### src/rtl/sram_ctrl_pkg.sv
package sram_ctrl_pkg;

    typedef enum logic [2:0] {
        ST_IDLE,
        ST_READ,
        ST_WR_SETUP,
        ST_WR_PULSE,
        ST_WR_RECOVER
    } seq_state_e;

    // Round a nanosecond minimum up to whole clocks, never below one.
    function automatic int unsigned ns_to_cycles(input int unsigned ns,
                                                 input int unsigned clk_ns);
        int unsigned c;
        c = (ns + clk_ns - 1) / clk_ns;
        return (c == 0) ? 1 : c;
    endfunction

    function automatic int unsigned umax(input int unsigned a, input int unsigned b);
        return (a > b) ? a : b;
    endfunction

    // Remaining cycles after a leading phase, never below one.
    function automatic int unsigned remain(input int unsigned total, input int unsigned used);
        return (total > used) ? (total - used) : 1;
    endfunction

endpackage

### src/rtl/sram_cyc_timer.sv
module sram_cyc_timer #(
    parameter int unsigned CNT_W = 3
) (
    input  logic             clk,
    input  logic             rst_n,
    input  logic             load,
    input  logic [CNT_W-1:0] load_val,
    output logic             expired
);

    logic [CNT_W-1:0] cnt_q;

    always_ff @(posedge clk or negedge rst_n) begin
        if (!rst_n) begin
            cnt_q <= '0;
        end else if (load) begin
            cnt_q <= load_val;
        end else if (cnt_q != '0) begin
            cnt_q <= cnt_q - 1'b1;
        end
    end

    assign expired = (cnt_q == '0);

    // an expired count stays expired until reloaded (no wrap)
    a_r3_timer_no_wrap: assert property (@(posedge clk) disable iff (!rst_n)
        (expired && !load) |=> expired);

endmodule

### src/rtl/sram_seq_fsm.sv
module sram_seq_fsm
    import sram_ctrl_pkg::*;
#(
    parameter int unsigned CNT_W   = 3,
    parameter int unsigned RD_CYC  = 4,
    parameter int unsigned SU_CYC  = 2,
    parameter int unsigned PW_CYC  = 3,
    parameter int unsigned REC_CYC = 1
) (
    input  logic             clk,
    input  logic             rst_n,
    input  logic             req_valid,
    input  logic             req_write,
    input  logic             expired,
    output logic             load,
    output logic [CNT_W-1:0] load_val,
    output logic             req_ready,
    output logic             accept,
    output logic             last_read,
    output logic             last_op,
    output logic             ce1_n,
    output logic             ce2,
    output logic             we_n,
    output logic             oe_n,
    output logic             dq_oe
);

    seq_state_e state_q, state_d;

    // State register
    always_ff @(posedge clk or negedge rst_n) begin
        if (!rst_n) begin
            state_q <= ST_IDLE;
        end else begin
            state_q <= state_d;
        end
    end

    // Transitions
    always_comb begin
        state_d = state_q;
        unique case (state_q)
            ST_IDLE:       if (req_valid) state_d = req_write ? ST_WR_SETUP : ST_READ;
            ST_READ:       if (expired)   state_d = ST_IDLE;
            ST_WR_SETUP:   if (expired)   state_d = ST_WR_PULSE;
            ST_WR_PULSE:   if (expired)   state_d = ST_WR_RECOVER;
            ST_WR_RECOVER: if (expired)   state_d = ST_IDLE;
            default:                      state_d = ST_IDLE;
        endcase
    end

    // Timer reload on each transition with the duration of the entered state
    always_comb begin
        load     = (state_d != state_q);
        load_val = '0;
        unique case (state_d)
            ST_READ:       load_val = CNT_W'(RD_CYC - 1);
            ST_WR_SETUP:   load_val = CNT_W'(SU_CYC - 1);
            ST_WR_PULSE:   load_val = CNT_W'(PW_CYC - 1);
            ST_WR_RECOVER: load_val = CNT_W'(REC_CYC - 1);
            default:       load_val = '0;
        endcase
    end

    assign req_ready = (state_q == ST_IDLE);
    assign accept    = req_ready && req_valid;
    assign last_read = (state_q == ST_READ) && expired;
    assign last_op   = ((state_q == ST_READ) || (state_q == ST_WR_RECOVER)) && expired;

    // Outputs: registered from the next state so pins change on the same edge as state
    always_ff @(posedge clk or negedge rst_n) begin
        if (!rst_n) begin
            ce1_n <= 1'b1;
            ce2   <= 1'b0;
            we_n  <= 1'b1;
            oe_n  <= 1'b1;
            dq_oe <= 1'b0;
        end else begin
            ce1_n <= (state_d == ST_IDLE);
            ce2   <= (state_d != ST_IDLE);
            oe_n  <= (state_d != ST_READ);
            we_n  <= (state_d != ST_WR_PULSE);
            dq_oe <= (state_d == ST_WR_PULSE) || (state_d == ST_WR_RECOVER);
        end
    end

    // write strobe only falls from the setup phase, never straight from idle or read
    a_r7_pulse_after_setup: assert property (@(posedge clk) disable iff (!rst_n)
        $fell(we_n) |-> $past(state_q == ST_WR_SETUP));

    // a request is only taken out of idle
    a_r9_leave_idle_on_request: assert property (@(posedge clk) disable iff (!rst_n)
        (req_ready && !req_valid) |=> req_ready);

endmodule

### src/rtl/sram_rd_capture.sv
module sram_rd_capture #(
    parameter int unsigned DATA_W = 8
) (
    input  logic              clk,
    input  logic              rst_n,
    input  logic              cap_en,
    input  logic              op_end,
    input  logic [DATA_W-1:0] dq_in,
    output logic [DATA_W-1:0] rd_data,
    output logic              done
);

    always_ff @(posedge clk or negedge rst_n) begin
        if (!rst_n) begin
            rd_data <= '0;
            done    <= 1'b0;
        end else begin
            done <= op_end;
            if (cap_en) begin
                rd_data <= dq_in;
            end
        end
    end

    // done is a single-cycle pulse
    a_r4_done_one_cycle: assert property (@(posedge clk) disable iff (!rst_n)
        done |=> !done);

    // captured data is held while no read ends
    a_r4_data_held: assert property (@(posedge clk) disable iff (!rst_n)
        !$past(cap_en) |-> $stable(rd_data));

endmodule

### src/rtl/sram_cycle_ctrl.sv
module sram_cycle_ctrl
    import sram_ctrl_pkg::*;
#(
    parameter int unsigned ADDR_W    = 17,
    parameter int unsigned DATA_W    = 8,
    parameter int unsigned CLK_NS    = 20,
    parameter int unsigned T_RC_NS   = 70,
    parameter int unsigned T_AA_NS   = 70,
    parameter int unsigned T_DOE_NS  = 35,
    parameter int unsigned T_WC_NS   = 70,
    parameter int unsigned T_SCE_NS  = 60,
    parameter int unsigned T_AW_NS   = 60,
    parameter int unsigned T_PWE_NS  = 55,
    parameter int unsigned T_SD_NS   = 30,
    parameter int unsigned T_HZOE_NS = 25
) (
    input  logic              clk,
    input  logic              rst_n,
    input  logic              req_valid,
    input  logic              req_write,
    input  logic [ADDR_W-1:0] req_addr,
    input  logic [DATA_W-1:0] req_wdata,
    output logic              req_ready,
    output logic              done,
    output logic [DATA_W-1:0] rd_data,
    output logic [ADDR_W-1:0] mem_addr,
    output logic              mem_ce1_n,
    output logic              mem_ce2,
    output logic              mem_we_n,
    output logic              mem_oe_n,
    output logic [DATA_W-1:0] mem_dq_out,
    output logic              mem_dq_oe,
    input  logic [DATA_W-1:0] mem_dq_in
);

    localparam int unsigned RD_CYC  = umax(umax(ns_to_cycles(T_RC_NS, CLK_NS),
                                                ns_to_cycles(T_AA_NS, CLK_NS)),
                                           ns_to_cycles(T_DOE_NS, CLK_NS));
    localparam int unsigned SU_CYC  = ns_to_cycles(T_HZOE_NS, CLK_NS);
    localparam int unsigned PW_CYC  = umax(umax(ns_to_cycles(T_PWE_NS, CLK_NS),
                                                ns_to_cycles(T_SD_NS, CLK_NS)),
                                           umax(remain(ns_to_cycles(T_AW_NS, CLK_NS), SU_CYC),
                                                remain(ns_to_cycles(T_SCE_NS, CLK_NS), SU_CYC)));
    localparam int unsigned REC_CYC = remain(ns_to_cycles(T_WC_NS, CLK_NS), SU_CYC + PW_CYC);
    localparam int unsigned MAX_CYC = umax(umax(RD_CYC, SU_CYC), umax(PW_CYC, REC_CYC));
    localparam int unsigned CNT_W   = (MAX_CYC > 1) ? $clog2(MAX_CYC) : 1;

    logic             load, expired, accept, last_read, last_op;
    logic [CNT_W-1:0] load_val;
    logic [ADDR_W-1:0] addr_q;
    logic [DATA_W-1:0] wdata_q;

    // Request hold registers: loaded only on acceptance
    always_ff @(posedge clk or negedge rst_n) begin
        if (!rst_n) begin
            addr_q  <= '0;
            wdata_q <= '0;
        end else if (accept) begin
            addr_q  <= req_addr;
            wdata_q <= req_wdata;
        end
    end

    assign mem_addr   = addr_q;
    assign mem_dq_out = wdata_q;

    sram_cyc_timer #(
        .CNT_W (CNT_W)
    ) u_timer (
        .clk      (clk),
        .rst_n    (rst_n),
        .load     (load),
        .load_val (load_val),
        .expired  (expired)
    );

    sram_seq_fsm #(
        .CNT_W   (CNT_W),
        .RD_CYC  (RD_CYC),
        .SU_CYC  (SU_CYC),
        .PW_CYC  (PW_CYC),
        .REC_CYC (REC_CYC)
    ) u_fsm (
        .clk       (clk),
        .rst_n     (rst_n),
        .req_valid (req_valid),
        .req_write (req_write),
        .expired   (expired),
        .load      (load),
        .load_val  (load_val),
        .req_ready (req_ready),
        .accept    (accept),
        .last_read (last_read),
        .last_op   (last_op),
        .ce1_n     (mem_ce1_n),
        .ce2       (mem_ce2),
        .we_n      (mem_we_n),
        .oe_n      (mem_oe_n),
        .dq_oe     (mem_dq_oe)
    );

    sram_rd_capture #(
        .DATA_W (DATA_W)
    ) u_capture (
        .clk     (clk),
        .rst_n   (rst_n),
        .cap_en  (last_read),
        .op_end  (last_op),
        .dq_in   (mem_dq_in),
        .rd_data (rd_data),
        .done    (done)
    );

    // never drive the bus while the memory may be driving it
    a_r8_no_drive_under_oe: assert property (@(posedge clk) disable iff (!rst_n)
        mem_dq_oe |-> mem_oe_n);

    // the write ends by the write strobe rising with both enables held
    a_r7_we_rises_selected: assert property (@(posedge clk) disable iff (!rst_n)
        $rose(mem_we_n) |-> (!mem_ce1_n && mem_ce2 && mem_dq_oe));

    // bus drive starts only after output enable was already high
    a_r5_drive_after_oe_high: assert property (@(posedge clk) disable iff (!rst_n)
        $rose(mem_dq_oe) |-> $past(mem_oe_n));

    // write strobe low implies data is on the bus
    a_r6_we_with_data: assert property (@(posedge clk) disable iff (!rst_n)
        !mem_we_n |-> mem_dq_oe);

    // the two selects move together
    a_r2_enables_paired: assert property (@(posedge clk) disable iff (!rst_n)
        mem_ce1_n == !mem_ce2);

    // address stays put while an access is in progress
    a_r11_addr_held_busy: assert property (@(posedge clk) disable iff (!rst_n)
        !req_ready |=> $stable(mem_addr));

endmodule

### config.mk
export PLATFORM = sky130hd
export DESIGN_NAME = sram_cycle_ctrl
export DESIGN_NICKNAME = d
export VERILOG_FILES = /design/src/rtl/sram_ctrl_pkg.sv /design/src/rtl/sram_cyc_timer.sv /design/src/rtl/sram_seq_fsm.sv /design/src/rtl/sram_rd_capture.sv /design/src/rtl/sram_cycle_ctrl.sv
export SDC_FILE = /design/constraint.sdc
export NUM_CORES = 1
export LEC_CHECK = 0
export BUFFER_PORTS_ARGS = -buffer_cell sky130_fd_sc_hd__buf_2
export CAP_MARGIN = 10
export CORE_UTILIZATION = 42
export DETAILED_ROUTE_END_ITERATION = 8
export GPL_TIMING_DRIVEN = 0
export PLACE_DENSITY_LB_ADDON = 0.1
export SYNTH_ARGS = -nofsm -noshare
export SYNTH_HDL_FRONTEND = slang
export SYNTH_SLANG_ARGS = --single-unit
export TNS_END_PERCENT = 30
### constraint.sdc
create_clock -name clk -period 1.43 [get_ports clk]
set_clock_uncertainty 0.1 [all_clocks]
set_input_delay 0.143 -clock clk [delete_from_list [all_inputs] [get_ports clk]]
set_output_delay 0.143 -clock clk [all_outputs]
set_load 0.02 [all_outputs]
==> results of run 1 <==
[stage by stage]
| stage | instances | area (sq um) | setup TNS (ns) | hold WS, ns | worst slack (ns) |
|---|---|---|---|---|---|
| 2_1_floorplan | 128 | 1879 | -7.916 | -0.2526 | -0.3029 |
| 3_3_place_gp | 254 | 2322 | -8.463 | 0.2243 | -0.2702 |
| 3_5_place_dp | 254 | 2322 | -9.493 | 0.2505 | -0.2941 |
| 4_1_cts | 303 | 2914 | -5.898 | 0.0001766 | -0.2047 |
| 5_1_grt | 307 | 3019 | -7.554 | 0.1137 | -0.2563 |
| 6_report | 307 | 3019 | -5.451 | 0.1115 | -0.2011 |
[flip-flops by register name, summed over array words and instances, names as in the netlist, 2 cells and up]
name / cells
u_fsm.state_q: 3
u_capture.rd_data: 8
mem_addr: 17
mem_dq_out: 8
u_timer.cnt_q: 2
[synthesized netlist by cell type]
library cell | number | area, sq um
a32o_1 | 1 | 10.01
mux2_1 | 16 | 180.2
o21ai_0 | 5 | 25.02
o22a_1 | 1 | 8.760
a21bo_1 | 1 | 10.01
dfstp_2 | 3 | 78.83
inv_1 | 5 | 18.77
nor2_1 | 1 | 3.750
o22ai_1 | 1 | 6.260
a21oi_1 | 5 | 25.02
buf_6 | 2 | 22.52
nor3b_1 | 1 | 7.510
mux2_2 | 17 | 191.4
or4b_4 | 1 | 13.76
nand2_1 | 3 | 11.26
o221ai_1 | 1 | 8.760
nor3_1 | 1 | 5.000
ha_1 | 1 | 12.51
buf_4 | 1 | 7.510
clkbuf_1 | 4 | 15.01
and2_1 | 2 | 12.51
a21o_1 | 1 | 7.510
nand2b_1 | 4 | 25.02
a21boi_0 | 1 | 7.510
nand3b_1 | 1 | 7.510
dfrtp_1 | 41 | 1026
a31oi_4 | 1 | 21.27
nor3_2 | 1 | 10.01
o2bb2ai_1 | 1 | 8.760
or3b_2 | 1 | 8.760
nor2_2 | 1 | 6.260
o32ai_1 | 1 | 8.760
nand3_1 | 1 | 5.000
[cell families after synthesis]
| logic type | Yosys count | share of synthesized area |
|---|---|---|
| adder cells (fa/ha/maj) | 1 | 0.006886 |
| multiplexers | 33 | 0.2045 |
| AO/OA/AOI/OAI | 20 | 0.08127 |
| AND/OR/NAND/NOR | 18 | 0.06404 |
| buffers and inverters | 12 | 0.03512 |
| flip-flops | 44 | 0.6081 |
[repair_timing]
item,CTS,global route
pin swaps,5,3
endpoints found under the hold margin,73,1
cloned,1,0
setup endpoints to repair,44,73
setup buffers,8,4
hold buffers,33,1
resized for setup,26,20
[cell type report]
cell class | count | area (sq um)
Tap cell | 50 | 62.56
Fill cell | 264 | 1067
Buffer | 5 | 43.79
Multi-Input combinational cell | 72 | 808.3
Inverter | 5 | 18.77
Timing Repair Buffer | 123 | 883.3
Clock inverter | 1 | 7.507
Clock buffer | 7 | 86.33
Sequential cell | 44 | 1109
[worst max-delay path, delay by kind of cell (launching register included)]
kind | cells | cell delay (ns)
flip-flops | 1 | 0.45
buffers and inverters | 2 | 0.23
AND/OR/NAND/NOR | 2 | 0.44
multiplexers | 1 | 0.29
[per-layer routing]
| metal | vias to the layer above | share of wire | GRT usage |
|---|---|---|---|
| li1 | 709 | - | - |
| met1 | 729 | 0.40 | 0.2127 |
| met2 | 52 | 0.52 | 0.3911 |
| met3 | 7 | 0.060 | 0.06419 |
| met4 | 0 | 0.017 | 0.08333 |
| met5 | - | 0 | 0 |
[power by group through the flow]
stage / registers (uW) / clock network (uW) / logic (uW)
after floorplan: 2880 / 0 / 1380
after global placement: 2170 / 0 / 2850
after detailed placement: 2210 / 0 / 2930
after CTS: 2210 / 822 / 3440
after global routing: 2310 / 882 / 3980
final: 2230 / 794 / 3720
[worst max path at each step]
stage	from	to	slack (ns)
after global placement	u_fsm.state_q[1]	mem_addr[4]	-0.27
after floorplan	u_fsm.state_q[1]	mem_addr[0]	-0.30
after CTS	u_fsm.state_q[0]	mem_addr[7]	-0.20
final	u_fsm.state_q[1]	mem_addr[11]	-0.20
after detailed placement	u_fsm.state_q[1]	mem_addr[7]	-0.29
after global routing	u_fsm.state_q[1]	mem_addr[8]	-0.26
==> run summary, run 1 <==
status: finished with violations
failing checks: setup timing
die area: 0.004593 sq mm
most frequent cells in the layout: buf_2, dfrtp_1, dlygate4sd3_1
Flop pwr share: 0.331
Area Overhead vs Synth: 66.18%
Post-DRT Antenna Nets: 0
internal power: 4162 uW
row count: 23
Clock Power Share: 0.118
wirelength, routed: 4665 um
Die W: 67.77 um
Synthesis Warnings: 0
commonest non-fill, non-tap cell in the layout: buf_2
Psw: 2588 uW
drt drc: 0
critical path required time: 1.51 ns
worst setup margin: -0.2011 ns
DR pass1 iterations: 4
Final Max Tran Viols: 0
core area: 0.004086 sq mm
Crit. End Element: flop
worst reg-to-reg path cell count: 5
fin nets: 294
worst-path maximum fanout: 5
1st-iter DRT viols: 48
post-synthesis sequential area ratio: 0.6081
vias per cell: 4.876
synth unique cells: 33
maxcap violations: 0
hold wc startpoint: req_write
switching share of total power: 0.3834
fin util: 0.7388
Vias: 1497
post-DP HPWL: 2721 um
Initial Utilization: 0.4446
HP Class: in -> reg
crit path kind: reg -> reg
Worst R2R Setup Slack: -0.20 ns
Min Clock Period, post-route: 1.631 ns
mapped cell area: 0.001817 sq mm
Ant. Diodes: 0
CP arrival: 1.71 ns
Max Fclk: 613.1 MHz
number of clock sinks: 44
Syn Area/Cell: 14.19 sq um
Power Density: 2236 mW/mm^2
Total Power: 6750 uW
largest incremental delay on the critical path: 0.45 ns
worst slew pin tran: 0.5774 ns
Static Leak: 0.001443 uW
combinational power share: 0.552
Longest Clk Path Bufs: 2
worst hold path cell count: 3
Critical-path top delay cell: dfrtp_2
worst skew pair latency: 0.29 ns
largest net degree at the start of global routing: 45
critical-path cell list: nor3_4, and2_4, buf_12, buf_16, mux2_4
initial antenna violation count: 0
clock tree from TritonCTS: done
Tcrit/Tclk final: 1.141
Crit Reg-Reg Endpoint: mem_addr[11]
relative slew slack: 0.6151
Worst-path clk slew: 0.08 ns
gr ovfl total: 0
worst r2r src: u_fsm.state_q[1]
Hold Vio Cnt, Final: 0
PortBufs: 76
GRT Total Usage: 0.2090
first-pass GRT wire length: 6796 um
RSZ-0062 raised after global routing: true
H-tree Lvls: 2
hold worst-path end: u_fsm.state_q[0]
Syn Nets: 166
WL/cell: 15.20 um
I/O pin count: 77
total CTS buffers: 5
vias in the first global route: 1507
Gate Count Post-Synth: 128
VDD IR max: 1.112 mV
root buf cell: clkbuf_8
startpoint types: flop
share of layout cells above drive strength 1: 0.5992
Final Setup Violations: 36
Die Y: 67.77 um
post-synthesis register bit count: 44
RePlAce Congestion: 0.8576
Note: power is estimated with default switching activity, not from simulation.
==> run 2, diff against run 1 <==
==> constraint.sdc (replaced) <==
create_clock -name clk -period 1.43 [get_ports clk]
set_clock_uncertainty 0.1 [all_clocks]
set_input_delay 0.286 -clock clk [delete_from_list [all_inputs] [get_ports clk]]
set_output_delay 0.286 -clock clk [all_outputs]
set_load 0.02 [all_outputs]
==> run summary, run 2 (synthesized netlist as in run 1, its figures left out) <==
status: finished with violations (unchanged)
failing checks: setup timing (unchanged)
met3 WL: 343 um (was 282 um)
worst slack at placement: -0.2941 ns (unchanged)
worst-path maximum fanout: 5 (unchanged)
cts hold-fix bufs: 0 (was 33)
Worst R2R Setup Slack: -0.19 ns (was -0.20 ns)
total CTS buffers: 5 (unchanged)
root buf cell: clkbuf_8 (unchanged)
1st-iter DRT viols: 52 (was 48)
core area: 0.004086 sq mm (unchanged)
Hold Vio Cnt, Final: 0 (unchanged)
clock tree from TritonCTS: done (unchanged)
maxcap violations: 0 (unchanged)
relative slew slack: 0.3605 (was 0.6151)
vias in the first global route: 1330 (was 1507)
Max Fclk: 616.7 MHz (was 613.1 MHz)
startpoint types: flop (unchanged)
crit path kind: reg -> reg (unchanged)
Worst-path clk slew: 0.08 ns (about the same)
VDD IR max: 1.154 mV (was 1.112 mV)
Final Setup Violations: 36 (unchanged)
commonest non-fill, non-tap cell in the layout: buf_2 (unchanged)
RePlAce Congestion: 0.8576 (unchanged)
Largest register FFs: 17 (unchanged)
H-tree Lvls: 2 (unchanged)
initial antenna violation count: 0 (unchanged)
vias per cell: 5.000 (was 4.876)
die area: 0.004593 sq mm (unchanged)
largest net degree at the start of global routing: 45 (unchanged)
Final Max Tran Viols: 0 (unchanged)
Tcrit/Tclk final: 1.134 (was 1.141)
Placed Area: 0.002322 sq mm (unchanged)
length of routed met2 wiring: 1920 um (was 2426 um)
post-route design area: 0.002620 sq mm (was 0.003019 sq mm)
worst slew pin tran: 0.9592 ns (was 0.5774 ns)
Inst Count DP: 254 (unchanged)
GRT Total Usage: 0.1846 (was 0.2090)
Post-DRT Antenna Nets: 0 (unchanged)
share of layout cells above drive strength 1: 0.6773 (was 0.5992)
Longest Clk Path Bufs: 2 (unchanged)
gr ovfl total: 0 (unchanged)
Ant. Diodes: 0 (unchanged)
DRT met1 WL: 1641 um (was 1876 um)
number of clock sinks: 44 (unchanged)
wirelength, routed: 4007 um (was 4665 um)
Vias: 1350 (was 1497)
fin nets: 257 (was 294)
filler cell count: 323 (was 264)
I/O pin count: 77 (unchanged)
critical path required time: 1.51 ns (about the same)
RSZ-0062 raised after global routing: true (unchanged)
post-DP HPWL: 2721 um (unchanged)
DR top layer: met4 (unchanged)
WL/cell: 14.84 um (was 15.20 um)
HP Class: in -> async (was in -> reg)
first-pass GRT wire length: 6016 um (was 6796 um)
Post-Layout Cell Count: 270 (was 307)
Power Density: 2480 mW/mm^2 (was 2236 mW/mm^2)
DR pass1 iterations: 4 (unchanged)
worst hold slack: 0.03882 ns (was 0.1115 ns)
Crit. End Element: flop (unchanged)
Min Clock Period, post-route: 1.622 ns (was 1.631 ns)
worst setup margin: -0.1916 ns (was -0.2011 ns)
Die W: 67.77 um (unchanged)
Initial Utilization: 0.4446 (unchanged)
most frequent cells in the layout: buf_2, dfrtp_1, mux2_4 (was buf_2, dfrtp_1, dlygate4sd3_1)
Static Leak: 0.001275 uW (was 0.001443 uW)
Die Y: 67.77 um (unchanged)
PortBufs: 76 (unchanged)
row count: 23 (unchanged)
worst skew pair latency: 0.29 ns (about the same)
Area Overhead vs Synth: 44.21% (was 66.18%)
drt drc: 0 (unchanged)
CP arrival: 1.71 ns (about the same)
-- run 2: cell types whose count changed in the layout (fill, tap and decap cells not counted), sizes merged --
cell and change:
dlygate4sd3 -34, buf -3
-- run 2: per-layer routing --
| metal | global-route usage | vias up |
|---|---|---|
| met1 | 0.2019 | 647 |
| met4 | 0.08594 | 0 |
| met2 | 0.3181 | 63 |
| met3 | 0.06419 | 13 |
| met5 | 0 | - |
| li1 | - | 627 |
-- run 2: layout make-up --
class / count / area (sq um) / share of cell area
Sequential cell: 44 / 1109 / 0.4231
Multi-Input combinational cell: 72 / 794.5 / 0.3032
Buffer: 5 / 43.79 / 0.01671
Inverter: 5 / 18.77 / 0.007163
Clock inverter: 1 / 7.507 / 0.002865
Timing Repair Buffer: 86 / 498.0 / 0.1901
Clock buffer: 7 / 86.33 / 0.03295
Tap cell: 50 / 62.56 / 0.02388
-- run 2: critical path: stages, from the launching register on --
cell and delay (ns):
dfrtp_2 0.45, nor3_4 0.21, and2_4 0.23, buf_12 0.12
buf_16 0.11, mux2_4 0.29
-- run 2: through the flow --
step / total power (uW) / util / setup TNS (ns)
6_report: 6498 / 0.6412 / -5.185
5_1_grt: 6930 / 0.6412 / -7.044
4_1_cts: 6393 / 0.6323 / -6.041
3_5_place_dp: 5139 / 0.5683 / -9.493
3_3_place_gp: 5027 / 0.5683 / -8.463
2_1_floorplan: 4254 / - / -7.916
-- run 2: repair_timing --
item                                    CTS  global route
endpoints found under the setup margin   44            42
cloned                                    1             0
buffers inserted                          8             1
pin swaps                                 5             3
resized for setup                        26            13
-- run 2: where the power goes --
part / leakage, uW / switching [uW] / internal, uW / total, uW
clock: 0.0000445 / 404 / 392 / 796
sequential: 0.000518 / 335 / 1880 / 2220
combinational: 0.000713 / 1750 / 1740 / 3490
total: 0.00128 / 2490 / 4010 / 6500
-- run 2: path summary, 6_finish.rpt --
check / start / endpoint / cells past startpoint
worst max-delay path: u_fsm.state_q[1] / mem_addr[11] / 5
worst min-delay path: rst_n / mem_dq_out[7] / 1
worst max register to register: u_fsm.state_q[1] / mem_addr[11] / 5
worst min register to register: mem_addr[14] / mem_addr[14] / 1
max in group asynchronous: rst_n / u_fsm.state_q[2] / 1
min in group clk: req_addr[12] / mem_addr[12] / 2
==> run 3, diff against run 2 <==
--- a/config.mk
+++ b/config.mk
@@ -9,8 +9,8 @@
 export CAP_MARGIN = 10
 export CORE_UTILIZATION = 42
 export DETAILED_ROUTE_END_ITERATION = 8
-export GPL_TIMING_DRIVEN = 0
 export PLACE_DENSITY_LB_ADDON = 0.1
+export SETUP_SLACK_MARGIN = 0.4
 export SYNTH_ARGS = -nofsm -noshare
 export SYNTH_HDL_FRONTEND = slang
 export SYNTH_SLANG_ARGS = --single-unit
==> run summary, run 3 (synthesized netlist as in run 1, its figures left out) <==
worst hold path cell count: 2
Final Setup Violations: 38 (was 36)
Post-Layout Cell Count: 278 (was 270)
worst-path maximum fanout: 3 (was 5)
Placed Area: 0.002426 sq mm (was 0.002322 sq mm)
Die W: 67.77 um (unchanged)
Longest Clk Path Bufs: 2 (unchanged)
1st-iter DRT viols: 94 (was 52)
Min Clock Period, post-route: 1.558 ns (was 1.622 ns)
PortBufs: 76 (unchanged)
drt drc: 0 (unchanged)
Worst R2R Setup Slack: -0.13 ns (was -0.19 ns)
Crit. End Element: output port (was flop)
critical-path cell list: nor3_4, buf_4, buf_6 (was nor3_4, and2_4, buf_12, buf_16, mux2_4)
Max Fclk: 641.7 MHz (was 616.7 MHz)
startpoint types: flop (unchanged)
die area: 0.004593 sq mm (unchanged)
worst slew pin tran: 0.2409 ns (was 0.9592 ns)
first-pass GRT wire length: 6492 um (was 6016 um)
Initial Utilization: 0.4446 (unchanged)
gr ovfl total: 0 (unchanged)
Critical-path top delay cell: dfrtp_1 (was dfrtp_2)
clock tree from TritonCTS: done (unchanged)
post-route design area: 0.002960 sq mm (was 0.002620 sq mm)
Vias: 1417 (was 1350)
Ant. Diodes: 0 (unchanged)
HP Class: in -> reg (was in -> async)
Die Y: 67.77 um (unchanged)
core area: 0.004086 sq mm (unchanged)
post-DP HPWL: 2784 um (was 2721 um)
GRT Total Usage: 0.1971 (was 0.1846)
crit path kind: reg -> out (was reg -> reg)
Post-DRT Antenna Nets: 0 (unchanged)
vias per cell: 5.097 (was 5.000)
Worst-path clk slew: 0.08 ns (about the same)
root buf cell: clkbuf_8 (unchanged)
worst r2r src: u_fsm.state_q[0] (was u_fsm.state_q[1])
DR pass1 iterations: 4 (unchanged)
Inst Count DP: 265 (was 254)
H-tree Lvls: 2 (unchanged)
Largest register FFs: 17 (unchanged)
Hold Vio Cnt, Final: 0 (unchanged)
most frequent cells in the layout: buf_6, dfrtp_1, buf_2 (was buf_2, dfrtp_1, mux2_4)
hold worst-path end: mem_addr[3]
commonest non-fill, non-tap cell in the layout: buf_6 (was buf_2)
relative slew slack: 0.8394 (was 0.3605)
RSZ-0062 raised after global routing: true (unchanged)
initial antenna violation count: 0 (unchanged)
critical path required time: 1.04 ns (was 1.51 ns)
worst setup margin: -0.1283 ns (was -0.1916 ns)
VDD IR max: 1.214 mV (was 1.154 mV)
row count: 23 (unchanged)
maxcap violations: 0 (unchanged)
Total Power: 7426 uW (was 6498 uW)
worst skew pair latency: 0.29 ns (about the same)
Area Overhead vs Synth: 62.95% (was 44.21%)
fin util: 0.7244 (was 0.6412)
total CTS buffers: 5 (unchanged)
Power Density: 2508 mW/mm^2 (was 2480 mW/mm^2)
worst reg-to-reg path cell count: 3 (was 5)
fin nets: 265 (was 257)
RePlAce Congestion: 0.8274 (was 0.8576)
largest incremental delay on the critical path: 0.43 ns (was 0.45 ns)
Crit Reg-Reg Endpoint: u_fsm.oe_n (was mem_addr[11])
Final Max Tran Viols: 0 (unchanged)
failing checks: setup timing (unchanged)
share of layout cells above drive strength 1: 0.6886 (was 0.6773)
vias in the first global route: 1405 (was 1330)
largest net degree at the start of global routing: 45 (unchanged)
Static Leak: 0.001410 uW (was 0.001275 uW)
wirelength, routed: 4514 um (was 4007 um)
Tcrit/Tclk final: 1.090 (was 1.134)
hold wc startpoint: req_addr[3]
number of clock sinks: 44 (unchanged)
CP arrival: 1.17 ns (was 1.71 ns)
status: finished with violations (unchanged)
WL/cell: 16.24 um (was 14.84 um)
I/O pin count: 77 (unchanged)
## run 3: cell types whose count changed in the layout (fill, tap and decap cells not counted), moves of 2 or more
cell      delta
buf_6       +42
buf_2       -39
buf_4        +5
clkbuf_2     -2
## run 3: worst max-delay path, delay by kind of cell (launching register included)
kind / cells / cell delay (ns)
DFF: 1 / 0.43
buffers and inverters: 2 / 0.25
and+or+nand+nor: 1 / 0.21
## run 3: layout make-up
class	instances	area (sq um)
sequential	44	1107
clock inverter	1	7.507
timing repair buffer	99	887.1
clock buffer	7	86.33
multi-input combinational	72	790.8
tap	50	62.56
fill	284	1126
inverter	5	18.77
## run 3: metrics by stage
stage	TNS, ns	hold slack (ns)	setup slack, ns
after global placement	-3.869	0.1757	-0.1372
final	-3.524	0.1236	-0.1283
after CTS	-4.209	0.09307	-0.1522
after global routing	-5.314	0.1104	-0.1866
after floorplan	-7.916	-0.1096	-0.3029
after detailed placement	-5.232	0.1809	-0.1703
## run 3: report_power, final
part	total (uW)	switching [uW]	internal (uW)
combinational	4280	1810	2470
sequential	2350	467	1880
clock	798	405	393
total	7430	2680	4740
## run 3: worst max-delay path by stage
stage | slack [ns] | cells past startpoint | start | endpoint
floorplan | -0.30 | 5 | u_fsm.state_q[1] | mem_addr[0]
global placement | -0.14 | 6 | u_timer.cnt_q[0] | u_timer.cnt_q[1]
detailed placement | -0.17 | 4 | u_fsm.state_q[1] | mem_addr[16]
CTS | -0.15 | 3 | u_fsm.state_q[2] | req_ready
global route | -0.19 | 3 | u_fsm.state_q[2] | req_ready
finish | -0.13 | 3 | u_fsm.state_q[2] | req_ready
## run 3: routing by layer
layer | vias up | track usage | share of wire
met5 | - | 0 | 0
met4 | 0 | 0.07552 | 0.019
met3 | 9 | 0.06250 | 0.074
met2 | 54 | 0.3366 | 0.52
met1 | 702 | 0.2287 | 0.39
li1 | 652 | - | -
## run 3: timing repair
item,in CTS,in global routing
endpoints found under the hold margin,41,0
setup buffers,2,0
pin swaps,5,2
cloned,1,1
hold buffers,1,0
resized for setup,99,14
endpoints found under the setup margin,84,84
